### src/rtl/uart_lb_pkg.sv
package uart_lb_pkg;
  localparam int DATA_W   = 8;
  localparam int CTRL_W   = 16;
  localparam int MDM_N    = 4;
  localparam int ENTRY_W  = DATA_W + 3;
  localparam int BRK_POS  = DATA_W + 2;

  localparam int LBE_POS  = 7;
  localparam int DTR_POS  = 10;
  localparam int RTS_POS  = 11;
  localparam int OUT1_POS = 12;
  localparam int OUT2_POS = 13;
  localparam logic [CTRL_W-1:0] CTRL_RST = 16'h0300;

  localparam int MI_CTS = 0;
  localparam int MI_DSR = 1;
  localparam int MI_DCD = 2;
  localparam int MI_RI  = 3;

  function automatic logic [MDM_N-1:0] loop_map(input logic [CTRL_W-1:0] c);
    logic [MDM_N-1:0] m;
    m         = '0;
    m[MI_RI]  = c[OUT2_POS];
    m[MI_DCD] = c[OUT1_POS];
    m[MI_CTS] = c[RTS_POS];
    m[MI_DSR] = c[DTR_POS];
    return m;
  endfunction
endpackage

### src/rtl/lb_ctrl_reg.sv
module lb_ctrl_reg
  import uart_lb_pkg::*;
#(
  parameter int CW = CTRL_W,
  parameter int MN = MDM_N
) (
  input  logic          clk,
  input  logic          rst_n,
  input  logic          ctrl_wr,
  input  logic [CW-1:0] ctrl_wdata,
  input  logic          lcr_wr,
  input  logic          lcr_brk,
  output logic          lb_en,
  output logic          brk_rise,
  output logic          map_wr,
  output logic [MN-1:0] map_val
);
  localparam logic LBE_RST = CTRL_RST[LBE_POS];

  logic lbe_q, lbe_d, lbe_ce;
  logic brk_q, brk_d, brk_ce;

  always_comb begin
    lbe_ce   = ctrl_wr;
    lbe_d    = ctrl_wdata[LBE_POS];
    brk_ce   = lcr_wr;
    brk_d    = lcr_brk;
    brk_rise = lcr_wr & lcr_brk & ~brk_q;
    map_wr   = ctrl_wr & ctrl_wdata[LBE_POS];
    map_val  = loop_map(ctrl_wdata);
  end

  always_ff @(posedge clk or negedge rst_n) begin
    if (!rst_n) begin
      lbe_q <= LBE_RST;
      brk_q <= 1'b0;
    end else begin
      if (lbe_ce) lbe_q <= lbe_d;
      if (brk_ce) brk_q <= brk_d;
    end
  end

  assign lb_en = lbe_q;

  assert_enable_tracks_R11: assert property (@(posedge clk) disable iff (!rst_n)
    ctrl_wr |=> (lb_en == $past(ctrl_wdata[LBE_POS])));

  assert_enable_hold_R11: assert property (@(posedge clk) disable iff (!rst_n)
    !ctrl_wr |=> $stable(lb_en));
endmodule

### src/rtl/lb_modem_map.sv
module lb_modem_map
  import uart_lb_pkg::*;
#(
  parameter int MN = MDM_N
) (
  input  logic          clk,
  input  logic          rst_n,
  input  logic          lb_en,
  input  logic          map_wr,
  input  logic [MN-1:0] map_val,
  input  logic [MN-1:0] mdm_in,
  output logic [MN-1:0] mdm_flags,
  output logic [MN-1:0] mdm_irq
);
  logic [MN-1:0] flg_q, flg_d, irq_q, irq_d;
  logic          flg_ce, irq_ce;

  always_comb begin
    flg_ce = 1'b0;
    flg_d  = flg_q;
    if (map_wr) begin
      flg_ce = 1'b1;
      flg_d  = map_val;
    end else if (!lb_en) begin
      flg_ce = 1'b1;
      flg_d  = mdm_in;
    end
    irq_ce = map_wr;
    irq_d  = map_val;
  end

  always_ff @(posedge clk or negedge rst_n) begin
    if (!rst_n) begin
      flg_q <= '0;
      irq_q <= '0;
    end else begin
      if (flg_ce) flg_q <= flg_d;
      if (irq_ce) irq_q <= irq_d;
    end
  end

  assign mdm_flags = flg_q;
  assign mdm_irq   = irq_q;

  assert_map_load_R3: assert property (@(posedge clk) disable iff (!rst_n)
    map_wr |=> (mdm_flags == $past(map_val)));

  assert_irq_match_R4: assert property (@(posedge clk) disable iff (!rst_n)
    map_wr |=> (mdm_irq == mdm_flags));

  assert_flags_frozen_R5: assert property (@(posedge clk) disable iff (!rst_n)
    (lb_en && !map_wr) |=> $stable(mdm_flags));

  assert_irq_hold_R12: assert property (@(posedge clk) disable iff (!rst_n)
    !map_wr |=> $stable(mdm_irq));
endmodule

### src/rtl/lb_rx_route.sv
module lb_rx_route
  import uart_lb_pkg::*;
#(
  parameter int DW = DATA_W,
  parameter int EW = ENTRY_W,
  parameter int BP = BRK_POS
) (
  input  logic          clk,
  input  logic          rst_n,
  input  logic          lb_en,
  input  logic          tx_wr,
  input  logic [DW-1:0] tx_data,
  input  logic          ext_rx_vld,
  input  logic [DW-1:0] ext_rx_data,
  input  logic          ext_brk,
  input  logic          brk_rise,
  output logic          push_chr_vld,
  output logic [EW-1:0] push_chr_data,
  output logic          push_brk_vld,
  output logic [EW-1:0] push_brk_data
);
  localparam logic [EW-1:0] BRK_ENTRY = EW'(1) << BP;

  logic          chr_vld_q, chr_vld_d;
  logic [EW-1:0] chr_dat_q, chr_dat_d;
  logic          chr_dat_ce;
  logic          brk_vld_q, brk_vld_d;

  always_comb begin
    if (lb_en) begin
      chr_vld_d = tx_wr;
      chr_dat_d = {{(EW-DW){1'b0}}, tx_data};
      brk_vld_d = brk_rise;
    end else begin
      chr_vld_d = ext_rx_vld;
      chr_dat_d = {{(EW-DW){1'b0}}, ext_rx_data};
      brk_vld_d = ext_brk;
    end
    chr_dat_ce = chr_vld_d;
  end

  always_ff @(posedge clk or negedge rst_n) begin
    if (!rst_n) begin
      chr_vld_q <= 1'b0;
      chr_dat_q <= '0;
      brk_vld_q <= 1'b0;
    end else begin
      chr_vld_q <= chr_vld_d;
      brk_vld_q <= brk_vld_d;
      if (chr_dat_ce) chr_dat_q <= chr_dat_d;
    end
  end

  assign push_chr_vld  = chr_vld_q;
  assign push_chr_data = chr_dat_q;
  assign push_brk_vld  = brk_vld_q;
  assign push_brk_data = BRK_ENTRY;

  assert_tx_loop_R8: assert property (@(posedge clk) disable iff (!rst_n)
    (lb_en && tx_wr) |=> (push_chr_vld && push_chr_data[DW-1:0] == $past(tx_data)));

  assert_ext_blocked_R7: assert property (@(posedge clk) disable iff (!rst_n)
    (lb_en && !tx_wr) |=> !push_chr_vld);

  assert_tx_dropped_R9: assert property (@(posedge clk) disable iff (!rst_n)
    (!lb_en && !ext_rx_vld) |=> !push_chr_vld);

  assert_brk_source_R10: assert property (@(posedge clk) disable iff (!rst_n)
    push_brk_vld |-> $past(lb_en ? brk_rise : ext_brk));
endmodule

### src/rtl/uart_loopback_unit.sv
module uart_loopback_unit
  import uart_lb_pkg::*;
#(
  parameter int DW = DATA_W,
  parameter int CW = CTRL_W,
  parameter int MN = MDM_N,
  parameter int EW = ENTRY_W
) (
  input  logic          clk,
  input  logic          rst_n,
  input  logic          ctrl_wr,
  input  logic [CW-1:0] ctrl_wdata,
  input  logic          lcr_wr,
  input  logic          lcr_brk,
  input  logic          tx_wr,
  input  logic [DW-1:0] tx_data,
  input  logic          ext_rx_vld,
  input  logic [DW-1:0] ext_rx_data,
  input  logic          ext_brk,
  input  logic [MN-1:0] mdm_in,
  output logic [MN-1:0] mdm_flags,
  output logic [MN-1:0] mdm_irq,
  output logic          push_chr_vld,
  output logic [EW-1:0] push_chr_data,
  output logic          push_brk_vld,
  output logic [EW-1:0] push_brk_data
);
  logic          lb_en, brk_rise, map_wr;
  logic [MN-1:0] map_val;

  lb_ctrl_reg #(.CW(CW), .MN(MN)) u_ctrl (
    .clk(clk), .rst_n(rst_n), .ctrl_wr(ctrl_wr), .ctrl_wdata(ctrl_wdata),
    .lcr_wr(lcr_wr), .lcr_brk(lcr_brk), .lb_en(lb_en), .brk_rise(brk_rise),
    .map_wr(map_wr), .map_val(map_val)
  );

  lb_modem_map #(.MN(MN)) u_map (
    .clk(clk), .rst_n(rst_n), .lb_en(lb_en), .map_wr(map_wr),
    .map_val(map_val), .mdm_in(mdm_in), .mdm_flags(mdm_flags),
    .mdm_irq(mdm_irq)
  );

  lb_rx_route #(.DW(DW), .EW(EW), .BP(DW + 2)) u_route (
    .clk(clk), .rst_n(rst_n), .lb_en(lb_en), .tx_wr(tx_wr), .tx_data(tx_data),
    .ext_rx_vld(ext_rx_vld), .ext_rx_data(ext_rx_data), .ext_brk(ext_brk),
    .brk_rise(brk_rise), .push_chr_vld(push_chr_vld),
    .push_chr_data(push_chr_data), .push_brk_vld(push_brk_vld),
    .push_brk_data(push_brk_data)
  );

  assert_reset_quiet_R1: assert property (@(posedge clk) disable iff (!rst_n)
    $rose(rst_n) |-> (!push_chr_vld && !push_brk_vld && mdm_irq == '0));
endmodule

### config.mk
export PLATFORM = sky130hd
export DESIGN_NAME = uart_loopback_unit
export DESIGN_NICKNAME = d
export VERILOG_FILES = /design/src/rtl/uart_lb_pkg.sv /design/src/rtl/lb_ctrl_reg.sv /design/src/rtl/lb_modem_map.sv /design/src/rtl/lb_rx_route.sv /design/src/rtl/uart_loopback_unit.sv
export SDC_FILE = /design/constraint.sdc
export NUM_CORES = 1
export LEC_CHECK = 0
export ABC_AREA = 1
export BUFFER_PORTS_ARGS = -buffer_cell sky130_fd_sc_hd__buf_2
export CORE_ASPECT_RATIO = 1.75
export CORE_UTILIZATION = 43
export CTS_CLUSTER_SIZE = 24
export DETAILED_ROUTE_END_ITERATION = 12
export GPL_ROUTABILITY_DRIVEN = 1
export GPL_TIMING_DRIVEN = 0
export HOLD_SLACK_MARGIN = 0.02
export MAX_ROUTING_LAYER = met4
export PLACE_DENSITY = 0.95
export RECOVER_POWER = 50
export SLEW_MARGIN = 20
export SYNTH_ARGS = -nofsm -noshare
export SYNTH_HDL_FRONTEND = slang
export SYNTH_HIERARCHICAL = 1
export SYNTH_SLANG_ARGS = --single-unit
export TNS_END_PERCENT = 1
### constraint.sdc
create_clock -name clk -period 1.95 [get_ports clk]
set_input_delay 0.0975 -clock clk [delete_from_list [all_inputs] [get_ports clk]]
set_output_delay 0.0975 -clock clk [all_outputs]
set_load 0.1 [all_outputs]
# Word-level counts from Yosys, hierarchy flattened
# Cells that the tools add are included.
# word_totals
inputBits	44
ff_bits	23
wordCells	20
# op_classes
n_eq_ne	1
reduce_logical	1
bitwise	4
muxes	7
# op_table
cell	count
two-way mux 4 bit	2
two-way mux 8 bit	1
two-way mux 1 bit	4
AND 1 bit	3
!= test 2 bit, second input constant	1
AND reduction 2 bit	1
inverter 1 bit	1

# Depth between registers and ports, before layout
# Gate-level depths: netlist of run 1.
# depth
ltp_word	3
mapped_depth	5

# Modules after synthesis
# The synthesis of run 1 kept the hierarchy.
# by_module_without_submodules
module	cells_each	area_each_um2	instances
lb_rx_route	82	633.1	1
lb_modem_map	34	307.8	1
lb_ctrl_reg	16	120.1	1

# Least setup slack after synthesis of run 1
# Ideal clock, no wire load.
# synth_path
path_kind	flip-flop to flip-flop
startpoint	register u_map/mdm_flags[0] (netlist name)
endpoint	register u_map.flg_q[0] (netlist: u_map/mdm_flags[0])
arrival_ps	1147
setup_slack_ps	732
synth_period_minus_slack_ps	1218
path_stages_with_launch	3
path_buffers	0
path_cell_list	dfrtp_1 nand3_1 nand3_1
# synth_rtl
element	line	source
end signal, assigned	lb_modem_map.sv:37	if (flg_ce) flg_q <= flg_d;
end, declared	lb_modem_map.sv:15	logic [MN-1:0] flg_q, flg_d, irq_q, irq_d;

# Worst setup path after layout of run 1
# layout_path
startpoint	register u_ctrl.lbe_q (netlist: u_ctrl/lb_en)
endpoint	register u_route.chr_dat_q[5] (netlist: u_route/push_chr_data[5])
# layout_between
elab_chain_cells	1
elab_cells_between_ends	2
# layout_lines
element	line	source
start, declared	lb_ctrl_reg.sv:20	logic lbe_q, lbe_d, lbe_ce;
start signal, assigned	lb_ctrl_reg.sv:38	if (lbe_ce) lbe_q <= lbe_d;
two-way mux 1 bit	lb_rx_route.sv:30	if (lb_en) begin
named net u_route.chr_dat_ce	lb_rx_route.sv:26	logic chr_dat_ce;
end signal, assigned	lb_rx_route.sv:50	if (chr_dat_ce) chr_dat_q <= chr_dat_d;
end, declared	lb_rx_route.sv:25	logic [EW-1:0] chr_dat_q, chr_dat_d;
# The timed path passes the listed nets, and every way through them passes these cells.
# A chain may end at the register's enable or synchronous reset.

==> results.cfg, run 1 <==
[pwr]
seq_power_share = 0.315
p_leak_nw = 0.886
clkPwrFrac = 0.191
switching_power_mw = 0.825
irDropWorstVdd_v = 0.000580
comb_power_share = 0.494
p_int_mw = 0.784
switching_share = 0.513
power_density_nw_per_um2 = 1120

[run]
cap_viol_max_count = 0

[synthesis]
avgSynthCellArea_um2 = 8.04
synth_top_cell_area_share = 0.472
synth_common_cells = nand2_1, dfrtp_1, buf_4
ys_types = 13
synth-main-ff-cell = dfrtp_1
yosysMostFrequentCell = nand2_1
synthCells = 132
syn_area_um2 = 1060
async_reset_ff_frac = 1.00
ys_seq_area_frac = 0.472
synth_edf_count = 0
synth_seq_cells = 20
yosys_warnings = 6
yosysTopAreaCell = dfrtp_1
yosys-top-cells-area = dfrtp_1, nand2_1, buf_4, nand3_1, nand2_8

[floorplanning]
num_rows = 23
fp.dieArea_um2 = 2680
io_pins = 76
dieWidth_um = 39.6
fp.dieH_um = 67.7
start_util = 0.461
core_area_um2 = 2300

[worst_setup_path]
endpoint_kind = register
slowest_delay_ns = 0.48
reg2reg_from = u_ctrl/lb_en
path_common_cell = nand2_1
cp_slowest_cell = dfrtp_1
arrival_ns = 1.52
cp.required_ns = 2.14
start_kind = register
timing.rr.end = u_route/push_chr_data[5]
worst-setup-path-type = register to register
r2r.worst_path.cells = 5
crit_path_end = u_route/push_chr_data[5]
crit_chain = inv_1 -> nand2_4 -> nand2_8 -> nand2_1 -> nand2_1
path_depth = 5
r2r_setup_slack_ns = 0.62
crit_fanout = 10
cp_top_family = flip-flops
cp.buffers_inverters = 1
critical_path.startpoint = u_ctrl/lb_en

[detailed_routing]
vias_per_cell = 4.54
drc = 0
wl_per_cell_um = 10.5
vias = 999
dr.first_iter.drc_count = 33
wl_um = 2310
drtPass1Iterations = 4
postRouteAntennaNets = 0

[placed_design]
place.gp.congestion = 0.724
pre_cts_ws_ns = 0.771
hpwl_um = 1850
port_buffers = 46

[sta]
hold_viol_final = 0
final.period_utilization = 0.683
slew_violations = 0
rsz0062_at_grt = false
layout_setup_ws_ns = 0.617
finalClockSkew_ns = 0.00169
min_period_ns = 1.33
worst_pin_slew_ns = 1.05
fmax_ghz = 0.750
timing.setup.tns_ns = 0
setup-violations-final = 0
relSlewSlack = 0.297

[global_route]
antenna_found_initial = 0
track_usage = 0.202
grt_pass1_vias = 969
grt_pass1_wl_um = 3760
grt_max_degree = 21
grt_overflow = 0

[clock_network]
clkTransAtPathRegs_ns = 0.07
cts_tree = built
clk_latency_ns = 0.25
ctsResizeCount = 0
cts_max_path_buffers = 2
cts-buffers-inserted = 3
h-tree-depth = 1
cts_root_buffer = clkbuf_8
cts.sinks = 20

[status]
outcome = complete, no violations

[hold_path]
hold_class = input port to register

[layout]
n_fill_cell = 222
final_nets = 240
syn_to_final_growth_pct = 34.9
regArea_um2 = 500
multiInputGateArea_um2 = 440
antenna_cells = 0
drive_gt1_frac = 0.379
-- routing by layer --
metal / part of all wire / track usage / vias to the layer above / wire length (um)
met5: 0 / - / - / 0
met4: 0.016 / 0.0733 / 0 / 37
met3: 0.056 / 0.0329 / 4 / 130
met2: 0.57 / 0.365 / 45 / 1320
met1: 0.35 / 0.206 / 449 / 816
li1: - / - / 501 / -
-- worst min path at each step --
stage,cells after the start,startpoint,end,slack (ns)
5_1_grt,3,ext_brk,u_route/push_brk_vld,0.05
2_1_floorplan,0,rst_n,u_ctrl/brk_q,-0.20
3_3_place_gp,1,rst_n,u_map/mdm_irq[3],0.06
3_5_place_dp,1,rst_n,u_map/mdm_flags[2],0.07
6_report,3,ext_brk,u_route/push_brk_vld,0.05
4_1_cts,3,ext_brk,u_route/push_brk_vld,0.04
-- stage by stage --
stage,total power [mW],instance area [um^2],std cells,util,hold slack (ns)
2_1_floorplan,1.18,1110,144,-,-0.198
3_3_place_gp,1.30,1370,215,0.594,0.0591
3_5_place_dp,1.31,1370,215,0.594,0.0652
4_1_cts,1.62,1430,220,0.622,0.0414
5_1_grt,1.68,1430,220,0.622,0.0511
6_report,1.61,1430,220,0.622,0.0475
-- power groups by stage --
stage,Combinational (mW),Sequential [mW],Clock (mW)
floorplan,0.252,0.928,0
global route,0.831,0.515,0.331
global placement,0.784,0.514,0
CTS,0.796,0.508,0.316
detailed placement,0.795,0.516,0
finish,0.795,0.507,0.307
-- cells by family (layout without fill, tap and decap cells) --
logic type / count (synthesis) / count (layout) / share of synthesized area
buffers and inverters: 24 / 75 / 0.156
and+or+nand+nor: 86 / 86 / 0.366
other: 2 / 14 / 0.00708
DFF: 20 / 20 / 0.472
-- final cells by class --
class | instances | share of cell area
timing repair buffer | 47 | 0.167
multi-input combinational | 100 | 0.308
sequential | 20 | 0.350
tap | 25 | 0.0219
clock buffer | 4 | 0.0385
buffer | 19 | 0.102
inverter | 5 | 0.0131
-- placed cells by master, fill, tap and decap left out --
cell and count:
nand2_1 64, buf_2 45, dfrtp_1 20, buf_4 18, nand3_1 16, conb_1 14, clkbuf_8 4, inv_1 4
nand2_8 2, dlygate4sd3_1 1, clkbuf_1 1, nor2_2 1, inv_2 1, nor2_1 1, buf_6 1, nand2_4 1
nand2_2 1
-- worst min-delay path, stage by stage --
cell     delay, ns
buf_2         0.08
nand2_1       0.05
nand2_1       0.05
-- registers in the layout, indices dropped and copies added (netlist names) --
| signal | cells |
|---|---|
| u_route/push_brk_vld | 1 |
| u_route/push_chr_data | 8 |
| u_map/mdm_irq | 4 |
| u_map/mdm_flags | 4 |
| u_ctrl/brk_q | 1 |
| u_route/push_chr_vld | 1 |
| u_ctrl/lb_en | 1 |
-- timing repair --
item,CTS,global route
setup buffers,0,0
hold buffers,1,0
endpoints found under the hold margin,20,0
Note: power is estimated with default switching activity, not from simulation.
==> run 2: changes to the inputs <==
- CORE_UTILIZATION: 43 -> 40
- PLACE_DENSITY: 0.95 -> 0.9
- clock period: 1.95 -> 1.3 ns (I/O delays scaled with it)
==> run 2 against run 1 <==
Combinational power up 51%. Final cell count up 2.3%. Sequential share of layout area down 0.92 points. First-iteration DRC count down 30%. Worst hold slack worse by 0.014 ns. Worst setup slack worse by 0.48 ns. Sequential power up 50%. Non-clock buffer count up 5. Clock skew down 0.00062 ns. Total power up 46%. Register-to-register slack worse by 0.48 ns. Routed wire length down 1.6%.
==> results.cfg, run 2 (synthesized netlist as in run 1, its figures left out) <==
[clock_network]
cts_setup_buffers = 0
clkTransAtPathRegs_ns = 0.07
clk_latency_ns = 0.25
cts_max_path_buffers = 2
cts_root_buffer = clkbuf_8
cts_tree = built
cts.sinks = 20
cts-buffers-inserted = 3
ctsResizeCount = 0
h-tree-depth = 1

[detailed_routing]
dr.first_iter.drc_count = 23
drc = 0
wl_um = 2270
postRouteAntennaNets = 0
vias_per_cell = 4.44
vias = 1000
drtPass1Iterations = 4
wl_per_cell_um = 10.1

[placed_design]
port_buffers = 46
placed_area_um2 = 1370
placedCellCount = 216
hpwl_um = 1740
place.gp.congestion = 0.774

[run]
cap_viol_max_count = 0

[sta]
setup-violations-final = 0
timing.setup.tns_ns = 0
finalClockSkew_ns = 0.00107
min_period_ns = 1.17
rsz0062_at_grt = false
final.period_utilization = 0.896
hold_viol_final = 0
fmax_ghz = 0.858
slew_violations = 0

[worst_setup_path]
cp_slowest_cell = dfrtp_1
arrival_ns = 1.31
cp.buffers_inverters = 1
slowest_delay_ns = 0.51
endpoint_kind = register
crit_chain = inv_2 -> nand2_4 -> nand2_8 -> nand2_1 -> nand2_1
crit_fanout = 10
start_kind = register
path_common_cell = nand2_1
cp_top_family = flip-flops
worst-setup-path-type = register to register
cp.required_ns = 1.45

[global_route]
grt_pass1_wl_um = 4060
grt_max_degree = 21
antenna_found_initial = 0
grt_pass1_vias = 1014
grt_overflow = 0
track_usage = 0.205

[floorplanning]
fp.dieH_um = 70.1
start_util = 0.426
fp.dieArea_um2 = 2870
dieWidth_um = 40.9
num_rows = 24
core_area_um2 = 2490
io_pins = 76

[status]
outcome = complete, no violations

[layout]
final_common_cell = nand2_1
n_fill_cell = 236
final_nets = 245
largest_reg_flops = 8
antenna_cells = 0
syn_to_final_growth_pct = 38.6
fin_area_um2 = 1470
instances_no_fill = 225
drive_gt1_frac = 0.377
most-common-layout-cells = nand2_1, buf_2, dfrtp_1, buf_4, nand3_1
final_util = 0.590

[pwr]
irDropWorstVdd_v = 0.000871
power_density_nw_per_um2 = 1600
p_leak_nw = 0.901
fin_total_pwr_mw = 2.35

[hold_path]
hold_class = input port to register
-- run 2: cell types whose count changed in the layout (fill, tap and decap cells not counted), sizes merged --
cell,previous run,this run
dlygate4sd3,1,6
clkbuf,5,4
-- run 2: path summary, 6_finish.rpt --
path,start,endpoint,slack [ns],depth (start not counted)
min reg2reg,u_map/mdm_irq[3],u_map/mdm_irq[3],0.47,2
min in group asynchronous,rst_n,u_map/mdm_flags[2],0.31,2
max,u_ctrl/lb_en,u_route/push_chr_data[6],0.13,5
max in group asynchronous,rst_n,u_route/push_brk_vld,0.66,2
max reg2reg,u_ctrl/lb_en,u_route/push_chr_data[6],0.13,5
min,ctrl_wdata[7],u_ctrl/lb_en,0.03,3
-- run 2: power breakdown --
part           switching (mW)  internal (mW)
logic                   0.992          0.206
clock network           0.182          0.206
registers              0.0490          0.712
total                    1.22           1.12
-- run 2: stage by stage --
| step | setup WS [ns] | hold WS, ns |
|---|---|---|
| 6_report | 0.135 | 0.0330 |
| 5_1_grt | 0.000655 | 0.0401 |
| 4_1_cts | 0.110 | 0.0280 |
| 3_5_place_dp | 0.125 | 0.0342 |
| 3_3_place_gp | 0.144 | 0.0311 |
| 2_1_floorplan | 0.0823 | -0.231 |
-- run 2: timing repair --
action | CTS | global route
hold endpoints to repair | 25 | 0
setup endpoints to repair | 0 | 0
hold buffers | 6 | 0
-- run 2: routing by layer --
| metal | wire, um | GRT usage | share of wire |
|---|---|---|---|
| met5 | 0 | - | 0 |
| met4 | 31 | 0.0778 | 0.014 |
| met3 | 124 | 0.0317 | 0.055 |
| met2 | 1280 | 0.356 | 0.56 |
| met1 | 834 | 0.209 | 0.37 |
-- run 2: area by class of cell --
cell class                 instances  area [um^2]  share of cell area
inverter                           5         18.8              0.0128
multi-input combinational        100          440               0.300
tap                               26         32.5              0.0221
buffer                            19          146              0.0996
clock buffer                       3         41.3              0.0281
timing repair buffer              52          290               0.197
sequential                        20          500               0.340
-- run 2: tightest hold or removal path: cells and delay by family --
family / cells / cell delay (ns)
buffers and inverters: 1 / 0.07
AND/OR/NAND/NOR: 2 / 0.11
==> run 3: changes to the inputs <==
==> constraint.sdc (replaced) <==
create_clock -name clk -period 1.3 [get_ports clk]
set_input_delay 0.13 -clock clk [delete_from_list [all_inputs] [get_ports clk]]
set_output_delay 0.13 -clock clk [all_outputs]
set_load 0.1 [all_outputs]
==> run 3 against run 2 <==
First-iteration DRC count unchanged. Register-to-register slack barely moved. Sequential cell count did not move. Die area unchanged. Critical path depth down 4. Non-clock buffer count down 5. Core utilization shrank 2.0 points. Design area decreased by 3.4%. Global-route usage shrank 1.3 points. Count of clock-buffer cells in the layout unchanged. Clock power is essentially flat. Critical endpoint is now mdm_irq[0]. Largest cell class unchanged.
==> results.cfg, run 3 (synthesized netlist as in run 1, its figures left out) <==
[worst_setup_path]
cp.required_ns = 1.17
reg2reg_from = u_ctrl/lb_en
timing.rr.end = u_route/push_chr_data[6]
start_kind = register
slowest_delay_ns = 0.43
crit_chain = buf_2
path_depth = 1
cp_top_family = buffers and inverters
r2r.worst_path.cells = 5
endpoint_kind = output pin
crit_fanout = 2
cp.buffers_inverters = 1
r2r_setup_slack_ns = 0.13
cp_slowest_cell = buf_2
arrival_ns = 1.04
worst-setup-path-type = register to output pin
critical_path.startpoint = u_map/mdm_irq[0]

[hold_path]
hold_class = input port to register
hold_depth = 3
worstHoldEndpoint = u_route/push_brk_vld
worstHoldStart = ext_brk

[detailed_routing]
vias = 974
dr.first_iter.drc_count = 23
vias_per_cell = 4.43
postRouteAntennaNets = 0
wl_um = 2110
drtPass1Iterations = 3
drc = 0
wl_per_cell_um = 9.60

[layout]
final_nets = 240
fin_area_um2 = 1420
final_common_cell = nand2_1
antenna_cells = 0
most-common-layout-cells = nand2_1, buf_2, dfrtp_1, buf_4, nand3_1
syn_to_final_growth_pct = 33.8
drive_gt1_frac = 0.387
largest_reg_flops = 8

[pwr]
irDropWorstVdd_v = 0.000817
power_density_nw_per_um2 = 1640
p_leak_nw = 0.881

[clock_network]
cts_max_path_buffers = 2
cts-buffers-inserted = 3
clkTransAtPathRegs_ns = 0.07
cts_setup_buffers = 0
clk_latency_ns = 0.25
cts_root_buffer = clkbuf_8
cts_tree = built
h-tree-depth = 1
cts.sinks = 20

[sta]
hold_viol_final = 0
finalClockSkew_ns = 0.00176
slew_violations = 0
layout_setup_ws_ns = 0.130
final.period_utilization = 0.900
setup-violations-final = 0
timing.setup.tns_ns = 0
whs_ns = 0.0698
fmax_ghz = 0.855
min_period_ns = 1.17
rsz0062_at_grt = false

[floorplanning]
dieWidth_um = 40.9
fp.dieH_um = 70.1
core_area_um2 = 2490
num_rows = 24
start_util = 0.426
io_pins = 76
fp.dieArea_um2 = 2870

[placed_design]
placed_area_um2 = 1370
hpwl_um = 1740
port_buffers = 46
pre_cts_ws_ns = 0.125
place.gp.congestion = 0.774

[global_route]
grt_max_degree = 21
grt_overflow = 0
grt_pass1_wl_um = 3810
grt_pass1_vias = 968
track_usage = 0.192
antenna_found_initial = 0

[status]
outcome = complete, no violations

[run]
cap_viol_max_count = 0
==> run 3: per-stage QoR <==
step | std cells | utilization | total power [mW]
final | 220 | 0.570 | 2.33
after global routing | 220 | 0.570 | 2.45
after CTS | 220 | 0.570 | 2.35
after detailed placement | 216 | 0.549 | 1.96
after global placement | 216 | 0.549 | 1.95
after floorplan | 144 | - | 1.77
==> run 3: layout make-up <==
type	count	area [um^2]
clock buffers	3	41.3
inverters	5	18.8
plain buffers	19	146
well taps	26	32.5
flip-flops and latches	20	500
multi-input cells	100	440
repair buffers	47	240
fillers	244	1070
==> run 3: timing repair <==
item	CTS	global route
endpoints found under the hold margin	20	0
gates resized for setup	0	0
hold buffers	1	0
==> run 3: worst max path at each step <==
| stage | endpoint |
|---|---|
| after floorplan | u_map/mdm_flags[0] |
| after global placement | u_route/push_chr_data[1] |
| after detailed placement | u_route/push_chr_data[0] |
| after CTS | u_route/push_chr_data[6] |
| after global routing | u_route/push_chr_data[2] |
| final | mdm_irq[0] |
==> run 3: metal layers <==
metal / vias to the layer above / routed length (um) / GRT usage / part of all wire
met1: 432 / 766 / 0.191 / 0.36
met3: 4 / 122 / 0.0317 / 0.058
li1: 499 / - / - / -
met5: - / 0 / - / 0
met2: 39 / 1190 / 0.333 / 0.56
met4: 0 / 36 / 0.0778 / 0.017
==> run 3: report_power, final <==
group          internal, mW  switching (mW)  total [mW]
Combinational         0.196           0.987        1.18
Sequential            0.712          0.0486       0.760
Clock                 0.206           0.184       0.390
Total                  1.11            1.22        2.33
